===== src/rtl/e1sa_pkg.sv =====
package e1sa_pkg;
    localparam int SA_COUNT = 5;
    localparam int HALVES   = 2;
    localparam int NUM_REGS = SA_COUNT * HALVES;
    localparam int REG_W    = 8;
    localparam int FRAMES   = 32;
    localparam int IDX_W    = $clog2(FRAMES);
    localparam int ADDR_W   = 4;

    typedef logic [REG_W-1:0]    sa_byte_t;
    typedef sa_byte_t [NUM_REGS-1:0] stack_t;
    typedef logic [SA_COUNT-1:0] sa_vec_t;
    typedef logic [IDX_W-1:0]    fidx_t;

    typedef struct packed {
        logic              we;
        logic [ADDR_W-1:0] addr;
        sa_byte_t          data;
    } host_wr_t;

    typedef enum logic [1:0] {
        WIN_HOLD  = 2'd0,
        WIN_WRAP  = 2'd1,
        WIN_ALIGN = 2'd2
    } win_evt_e;

    // Odd frame f: half chosen by f's top bit, bit position by the next bits, MSB first
    function automatic logic pick_bit(input stack_t s, input int sa, input fidx_t f);
        int reg_i;
        int bit_i;
        reg_i = sa * HALVES + int'(f[IDX_W-1]);
        bit_i = (REG_W - 1) - int'(f[IDX_W-2:1]);
        return s[reg_i][bit_i];
    endfunction
endpackage


===== src/rtl/e1sa_frame_ctr.sv =====
module e1sa_frame_ctr
    import e1sa_pkg::*;
(
    input  logic  clk,
    input  logic  rst,
    input  logic  frame_stb,
    input  logic  crc4_en,
    input  logic  dmf_start,
    output fidx_t frame_idx,
    output logic  load_stack
);
    localparam fidx_t LAST_IDX = fidx_t'(FRAMES - 1);

    win_evt_e evt;

    always_comb begin
        evt = WIN_HOLD;
        if (frame_stb) begin
            if (crc4_en) begin
                if (dmf_start) evt = WIN_ALIGN;
            end else if (frame_idx == LAST_IDX) begin
                evt = WIN_WRAP;
            end
        end
    end

    assign load_stack = (evt != WIN_HOLD);

    always_ff @(posedge clk) begin
        if (rst) begin
            frame_idx <= '0;
        end else if (frame_stb) begin
            if (evt == WIN_ALIGN) frame_idx <= '0;
            else                  frame_idx <= frame_idx + fidx_t'(1);
        end
    end
endmodule


===== src/rtl/e1sa_reg_file.sv =====
module e1sa_reg_file
    import e1sa_pkg::*;
(
    input  logic     clk,
    input  logic     rst,
    input  host_wr_t wr,
    output stack_t   regs
);
    for (genvar g = 0; g < NUM_REGS; g++) begin : g_reg
        always_ff @(posedge clk) begin
            if (rst) begin
                regs[g] <= '1;
            end else if (wr.we && (wr.addr == ADDR_W'(g))) begin
                regs[g] <= wr.data;
            end
        end
    end
endmodule


===== src/rtl/e1sa_shadow_sel.sv =====
module e1sa_shadow_sel
    import e1sa_pkg::*;
(
    input  logic    clk,
    input  logic    rst,
    input  logic    load_stack,
    input  stack_t  regs,
    input  fidx_t   frame_idx,
    output sa_vec_t sa_bits
);
    stack_t shadow;

    always_ff @(posedge clk) begin
        if (rst)             shadow <= '1;
        else if (load_stack) shadow <= regs;
    end

    for (genvar k = 0; k < SA_COUNT; k++) begin : g_sa
        always_comb begin
            if (frame_idx[0]) sa_bits[k] = pick_bit(shadow, k, frame_idx);
            else              sa_bits[k] = 1'b1;
        end
    end
endmodule


===== src/rtl/e1sa_ready_ctl.sv =====
module e1sa_ready_ctl (
    input  logic clk,
    input  logic rst,
    input  logic load_stack,
    input  logic stat_rd,
    input  logic irq_en,
    input  logic align_loss,
    output logic stack_ready,
    output logic irq
);
    always_ff @(posedge clk) begin
        if (rst)             stack_ready <= 1'b0;
        else if (load_stack) stack_ready <= 1'b1;
        else if (stat_rd)    stack_ready <= 1'b0;
    end

    assign irq = stack_ready & irq_en & ~align_loss;
endmodule


===== src/rtl/e1_sa_tx_stack.sv =====
module e1_sa_tx_stack
    import e1sa_pkg::*;
(
    input  logic              clk,
    input  logic              rst,
    input  logic              frame_stb,
    input  logic              dmf_start,
    input  logic              crc4_en,
    input  logic              align_loss,
    input  logic              irq_en,
    input  logic              reg_we,
    input  logic [ADDR_W-1:0] reg_addr,
    input  logic [REG_W-1:0]  reg_wdata,
    input  logic              stat_rd,
    output logic [IDX_W-1:0]  frame_idx,
    output logic [SA_COUNT-1:0] sa_bits,
    output logic              stack_ready,
    output logic              irq
);
    logic     load_stack;
    stack_t   regs;
    host_wr_t wr;

    assign wr = '{we: reg_we, addr: reg_addr, data: reg_wdata};

    e1sa_frame_ctr u_ctr (
        .clk(clk), .rst(rst), .frame_stb(frame_stb), .crc4_en(crc4_en),
        .dmf_start(dmf_start), .frame_idx(frame_idx), .load_stack(load_stack)
    );

    e1sa_reg_file u_regs (
        .clk(clk), .rst(rst), .wr(wr), .regs(regs)
    );

    e1sa_shadow_sel u_sel (
        .clk(clk), .rst(rst), .load_stack(load_stack), .regs(regs),
        .frame_idx(frame_idx), .sa_bits(sa_bits)
    );

    e1sa_ready_ctl u_rdy (
        .clk(clk), .rst(rst), .load_stack(load_stack), .stat_rd(stat_rd),
        .irq_en(irq_en), .align_loss(align_loss),
        .stack_ready(stack_ready), .irq(irq)
    );
endmodule


===== config.mk =====
export PLATFORM = sky130hd
export DESIGN_NAME = e1_sa_tx_stack
export DESIGN_NICKNAME = d
export VERILOG_FILES = /design/src/rtl/e1sa_pkg.sv /design/src/rtl/e1sa_frame_ctr.sv /design/src/rtl/e1sa_reg_file.sv /design/src/rtl/e1sa_shadow_sel.sv /design/src/rtl/e1sa_ready_ctl.sv /design/src/rtl/e1_sa_tx_stack.sv
export SDC_FILE = /design/constraint.sdc
export NUM_CORES = 1
export LEC_CHECK = 0
export BUFFER_PORTS_ARGS = -buffer_cell sky130_fd_sc_hd__buf_2
export CAP_MARGIN = 40
export CORE_UTILIZATION = 35
export DETAILED_ROUTE_END_ITERATION = 10
export REMOVE_ABC_BUFFERS = 1
export SYNTH_ARGS = -nofsm -noshare
export SYNTH_HDL_FRONTEND = slang
export SYNTH_SLANG_ARGS = --single-unit

===== constraint.sdc =====
create_clock -name clk -period 5.5 [get_ports clk]
set_clock_uncertainty 0.2 [all_clocks]
set_input_delay 0 -clock clk [delete_from_list [all_inputs] [get_ports clk]]
set_output_delay 0 -clock clk [all_outputs]
set_load 0.01 [all_outputs]

==> results of run 1 <==
-- final cells by class --
| cell class | instances | area, sq um | area share |
|---|---|---|---|
| clock inverters | 12 | 199 | 0.0248 |
| repair buffers | 57 | 408 | 0.0508 |
| inverters | 1 | 3.75 | 0.000468 |
| multi-input cells | 422 | 3320 | 0.413 |
| clock buffers | 20 | 447 | 0.0556 |
| flip-flops and latches | 166 | 3320 | 0.414 |
| well taps | 265 | 332 | 0.0413 |
-- worst max-delay path, stage by stage (launching register included) --
cell and delay, ns:
dfxtp_1 0.76, and3_1 0.27, ha_1 0.14, mux2_2 0.52
buf_12 0.29, nand2_2 0.26, buf_4 0.45, a211o_1 0.38
-- routing by layer --
layer / global-route usage / vias up / part of all wire
met5: 0 / - / 0
met4: 0.0758 / 0 / 0.026
met3: 0.0409 / 33 / 0.044
met2: 0.319 / 142 / 0.48
met1: 0.241 / 2826 / 0.45
li1: - / 2558 / -
-- report_power, final --
group          total (mW)  internal (mW)  switching (mW)
Combinational       0.198         0.0812           0.117
Clock                1.30          0.819           0.482
Sequential           1.27           1.25          0.0245
Total                2.77           2.15           0.623
-- metrics by stage --
stage | hold WS [ns] | util | worst slack, ns
2_1_floorplan | -0.152 | - | 1.30
6_report | 0.0278 | 0.412 | 2.04
3_5_place_dp | 0.0293 | 0.373 | 2.10
5_1_grt | 0.0599 | 0.412 | 1.88
3_3_place_gp | 0.0282 | 0.371 | 1.75
4_1_cts | 0.0299 | 0.412 | 2.09
-- sequential cells by signal (all words and copies together) (netlist names) --
register / cells
u_ctr.frame_idx: 5
u_rdy.stack_ready: 1
u_regs.regs: 80
u_sel.shadow: 80
-- layout by cell type, fill, tap and decap left out, drive strengths merged --
| cell | instances |
|---|---|
| a211o | 165 |
| ha | 2 |
| clkbuf | 20 |
| and3 | 166 |
| nand4b | 1 |
| nand2b | 6 |
| dlygate4sd3 | 13 |
| clkinv | 4 |
| a311oi | 1 |
| mux4 | 10 |
| nand3b | 1 |
| nor2b | 2 |
| and3b | 2 |
| clkinvlp | 1 |
| nand4 | 1 |
| a221oi | 5 |
| and2b | 1 |
| mux2 | 1 |
| a21oi | 6 |
| nand2 | 15 |
| nor3b | 1 |
| nor2 | 4 |
| and2 | 1 |
| or3b | 1 |
| dfxtp | 166 |
| o221ai | 5 |
| inv | 3 |
| bufinv | 5 |
| nand3 | 2 |
| buf | 44 |
| o21ai | 1 |
| xor2 | 1 |
| mux2i | 21 |
-- path summary, 6_finish.rpt --
check	from	end
setup / recovery	u_ctr.frame_idx[2]$_SDFFE_PP0P_	u_sel.shadow[69]$_SDFFE_PP1P_
setup reg to reg	u_ctr.frame_idx[2]$_SDFFE_PP0P_	u_sel.shadow[69]$_SDFFE_PP1P_
hold reg to reg	u_regs.regs[7]$_SDFFE_PP1P_	u_regs.regs[7]$_SDFFE_PP1P_
hold / removal	align_loss	irq
-- cells by family (layout without fill, tap and decap cells) --
logic type	after synthesis	in the layout	share of synthesized area
xor+xnor	1	1	0.00126
compound gates	183	183	0.227
simple gates	204	204	0.179
fa+ha+maj	2	2	0.00360
buf+inv	70	90	0.0450
mux	32	32	0.0659
flops	166	166	0.478
==> flow_summary.json, run 1 <==
{
  "start_util": 0.357,
  "post_cts_resized": 0,
  "synthToLayoutAreaGrowth_pct": 15.5,
  "cts_setup_buffers": 0,
  "drive_above_1_share": 0.125,
  "clk_pin_slew_ns": 0.06,
  "synth_cells": 658,
  "worstHoldPathType": "in2out",
  "dp.cells": 898,
  "dp_hpwl_microns": 11100,
  "rsz0062_at_grt": "false",
  "relSlewSlack": 0.494,
  "finalInstanceArea_sq_um": 8030,
  "whs_path_depth": 3,
  "ant_nets": 0,
  "antenna_found_initial": 1,
  "hold_viol_final": 0,
  "synth.distinct_cells": 33,
  "min_period_over_period": 0.629,
  "die_area_sq_um": 20400,
  "r2r_cells": 7,
  "cts_tree": "yes",
  "cts_buffer_depth": 2,
  "die_w_microns": 143,
  "final-setup-viol-count": 0,
  "synth_common_cells": "and3_1, dfxtp_1, a211o_1",
  "drt_wl_total_microns": 18900,
  "drc": 0,
  "clockRootBuffer": "clkbuf_16",
  "max_cap_viol_count": 0,
  "yosysWarnings": 0,
  "yosys.area.top_type": "dfxtp_1",
  "grt_pass1_vias": 5431,
  "synth-seq-area-share": 0.478,
  "grt_pass1_wl_microns": 29900,
  "coreArea_sq_um": 19500,
  "arrival_ns": 3.57,
  "synth_area_per_cell_sq_um": 10.6,
  "htree_levels": 4,
  "tightestPinTransition_ns": 0.759,
  "regToRegSetupSlack_ns": 2.04,
  "cts_hold_buf": 13,
  "vias": 5559,
  "clk_latency_ns": 0.42,
  "port_buffers": 32,
  "synth_seq_cells": 166,
  "tns_ns": 0,
  "fin_crit_ns": 3.46,
  "ir_drop_uv": 207,
  "drtIter0Drc": 412,
  "grt_use_total": 0.192,
  "p_per_area_nw_per_um2": 345,
  "numCtsBuffers": 17,
  "viasPerCell": 5.90,
  "grt.overflow.total": 0,
  "wl_per_cell_microns": 20.0,
  "synth-edff-count": 0,
  "io-pin-count": 33,
  "fin_nets": 688,
  "place_area_sq_um": 7250,
  "n_antenna_cell": 0,
  "synthDominantCellAreaShare": 0.478,
  "syn_area_sq_um": 6950,
  "grt_max_degree": 89,
  "fp-row-count": 51,
  "fillers": 1899,
  "status": "finished clean",
  "cp_max_fo": 64,
  "clock-sinks": 166,
  "synth.area.top_cells": "dfxtp_1, a211o_1, and3_1, mux2i_1, clkbuf_1",
  "power_mw": 2.77,
  "slew_violations": 0,
  "drt_first_pass_iters": 5,
  "gp_congestion": 0.713,
  "crit_type": "reg2reg",
  "synth_async_sr_flop_share": 0,
  "cp.required_ns": 5.61,
  "die_h_microns": 143,
  "start_kind": "register",
  "instances_no_fill": 943,
  "worstSetupEndpointType": "register",
  "fmax_ghz": 0.289,
  "ys.flop_type": "dfxtp_1",
  "p_leak_nw": 3.44
}
No activity file was read; power rests on OpenSTA's default activity.
==> run 2: changes to the inputs <==
==> constraint.sdc (replaced) <==
create_clock -name clk -period 3.15 [get_ports clk]
set_clock_uncertainty 0.2 [all_clocks]
set_input_delay 0 -clock clk [delete_from_list [all_inputs] [get_ports clk]]
set_output_delay 0 -clock clk [all_outputs]
set_load 0.01 [all_outputs]
==> flow_summary.json, run 2 (same netlist as run 1, synthesis figures left out) <==
{
  "numCtsBuffers": 17,
  "htree_levels": 4,
  "wl_per_cell_microns": 19.3,
  "fin_nets": 696,
  "clk_latency_ns": 0.43,
  "reg_top3": "u_regs.regs (80), u_sel.shadow (80), u_ctr.frame_idx (5)",
  "n_antenna_cell": 0,
  "rsz0062_at_grt": "false",
  "relSlewSlack": 0.407,
  "status": "finished clean",
  "grt_max_degree": 81,
  "pwr-share-comb": 0.074,
  "coreArea_sq_um": 19500,
  "grt_pass1_wl_microns": 29100,
  "fp-row-count": 51,
  "antenna_found_initial": 0,
  "die_w_microns": 143,
  "drt_wl_total_microns": 18400,
  "grt_pass1_vias": 5466,
  "die_area_sq_um": 20400,
  "grt.overflow.total": 0,
  "fin_crit_ns": 2.79,
  "drt_first_pass_iters": 5,
  "cp.required_ns": 3.26,
  "vias": 5540,
  "regToRegSetupSlack_ns": 0.36,
  "power_mw": 4.68,
  "critPathBufInv": 2,
  "start_kind": "register",
  "crit_family": "buffers and inverters",
  "cp_max_fo": 10,
  "crit_type": "reg2reg",
  "synthToLayoutAreaGrowth_pct": 15.7,
  "cts_buffer_depth": 2,
  "cts_tree": "yes",
  "fillers": 1859,
  "p_sw_mw": 1.06,
  "die_h_microns": 143,
  "layout_common_cells": "and3_1, dfxtp_1, a211o_1",
  "clock-sinks": 166,
  "viasPerCell": 5.83,
  "clkPwrFrac": 0.453,
  "finalInstanceArea_sq_um": 8040,
  "p_leak_nw": 3.45,
  "ir_drop_uv": 247,
  "p_per_area_nw_per_um2": 582,
  "switching_share": 0.226,
  "ant_nets": 0,
  "pwr-share-seq": 0.474,
  "final_util": 0.413,
  "port_buffers": 32,
  "cts_setup_buffers": 0,
  "slowest_delay_ns": 0.57,
  "tightestPinTransition_ns": 0.890,
  "fmax_ghz": 0.359,
  "path_cells": "ha_1, and3_1, ha_1, nand3_1, dlygate4sd3_1, a21oi_1, dlygate4sd3_1",
  "clk_pin_slew_ns": 0.06,
  "drtIter0Drc": 544,
  "drc": 0,
  "grt_use_total": 0.188,
  "place_area_sq_um": 7260,
  "clockRootBuffer": "clkbuf_16",
  "drive_above_1_share": 0.126,
  "gp_congestion": 0.716,
  "worstHoldPathType": "in2out",
  "start_util": 0.357,
  "max_cap_viol_count": 0,
  "slew_violations": 0,
  "worstSetupEndpointType": "register",
  "slowest_stage": "dlygate4sd3_1",
  "arrival_ns": 2.89,
  "io-pin-count": 33,
  "hold_viol_final": 0,
  "post_cts_resized": 0,
  "dp_hpwl_microns": 10500,
  "min_period_over_period": 0.884,
  "final-setup-viol-count": 0,
  "intPower_mw": 3.62
}
[run 2: worst paths after layout]
kind                                                 startpoint                              end  cells after the start
worst max register to register  u_ctr.frame_idx[0]$_SDFFE_PP0P_  u_ctr.frame_idx[4]$_SDFFE_PP0P_                      7
worst max-delay path            u_ctr.frame_idx[0]$_SDFFE_PP0P_  u_ctr.frame_idx[4]$_SDFFE_PP0P_                      7
worst min register to register     u_regs.regs[64]$_SDFFE_PP1P_     u_regs.regs[64]$_SDFFE_PP1P_                      1
worst min-delay path                                 align_loss                              irq                      3
[run 2: layer usage]
layer | vias to the layer above | part of all wire | track usage
li1 | 2566 | - | -
met1 | 2829 | 0.47 | 0.240
met2 | 122 | 0.47 | 0.311
met3 | 23 | 0.038 | 0.0372
met4 | 0 | 0.020 | 0.0713
met5 | - | 0 | 0
[run 2: area by class of cell]
cell class / count / area (sq um) / share of cell area
Sequential cell: 166 / 3320 / 0.413
Multi-Input combinational cell: 422 / 3320 / 0.412
Clock buffer: 23 / 478 / 0.0594
Timing Repair Buffer: 65 / 468 / 0.0582
Tap cell: 265 / 332 / 0.0412
Clock inverter: 8 / 123 / 0.0152
Inverter: 1 / 3.75 / 0.000467
[run 2: timing repair]
| action | CTS | global route |
|---|---|---|
| hold buffers | 18 | 0 |
| endpoints found under the hold margin | 107 | 0 |
| endpoints found under the setup margin | 0 | 0 |
[run 2: worst reg2reg max path, cell delays in order, from the launching register on]
cell           delay [ns]
dfxtp_1              0.53
ha_1                 0.25
and3_1               0.18
ha_1                 0.23
nand3_1              0.09
dlygate4sd3_1        0.56
a21oi_1              0.06
dlygate4sd3_1        0.57
[run 2: metrics by stage]
step / hold WS (ns) / cells / setup TNS, ns / setup slack, ns
after floorplan: -0.152 / 589 / -84.93 / -1.05
after global placement: 0.0286 / 901 / 0 / 0.636
after detailed placement: 0.0275 / 901 / 0 / 0.605
after CTS: 0.0281 / 950 / 0 / 0.411
after global routing: 0.0517 / 950 / 0 / 0.212
final: 0.0273 / 950 / 0 / 0.365
[run 2: power groups by stage]
stage	Combinational, mW	Sequential (mW)	Clock [mW]
floorplan	0.171	2.25	0
global placement	0.321	2.26	0
detailed placement	0.329	2.26	0
CTS	0.345	2.21	2.15
global route	0.375	2.22	2.24
finish	0.345	2.22	2.12
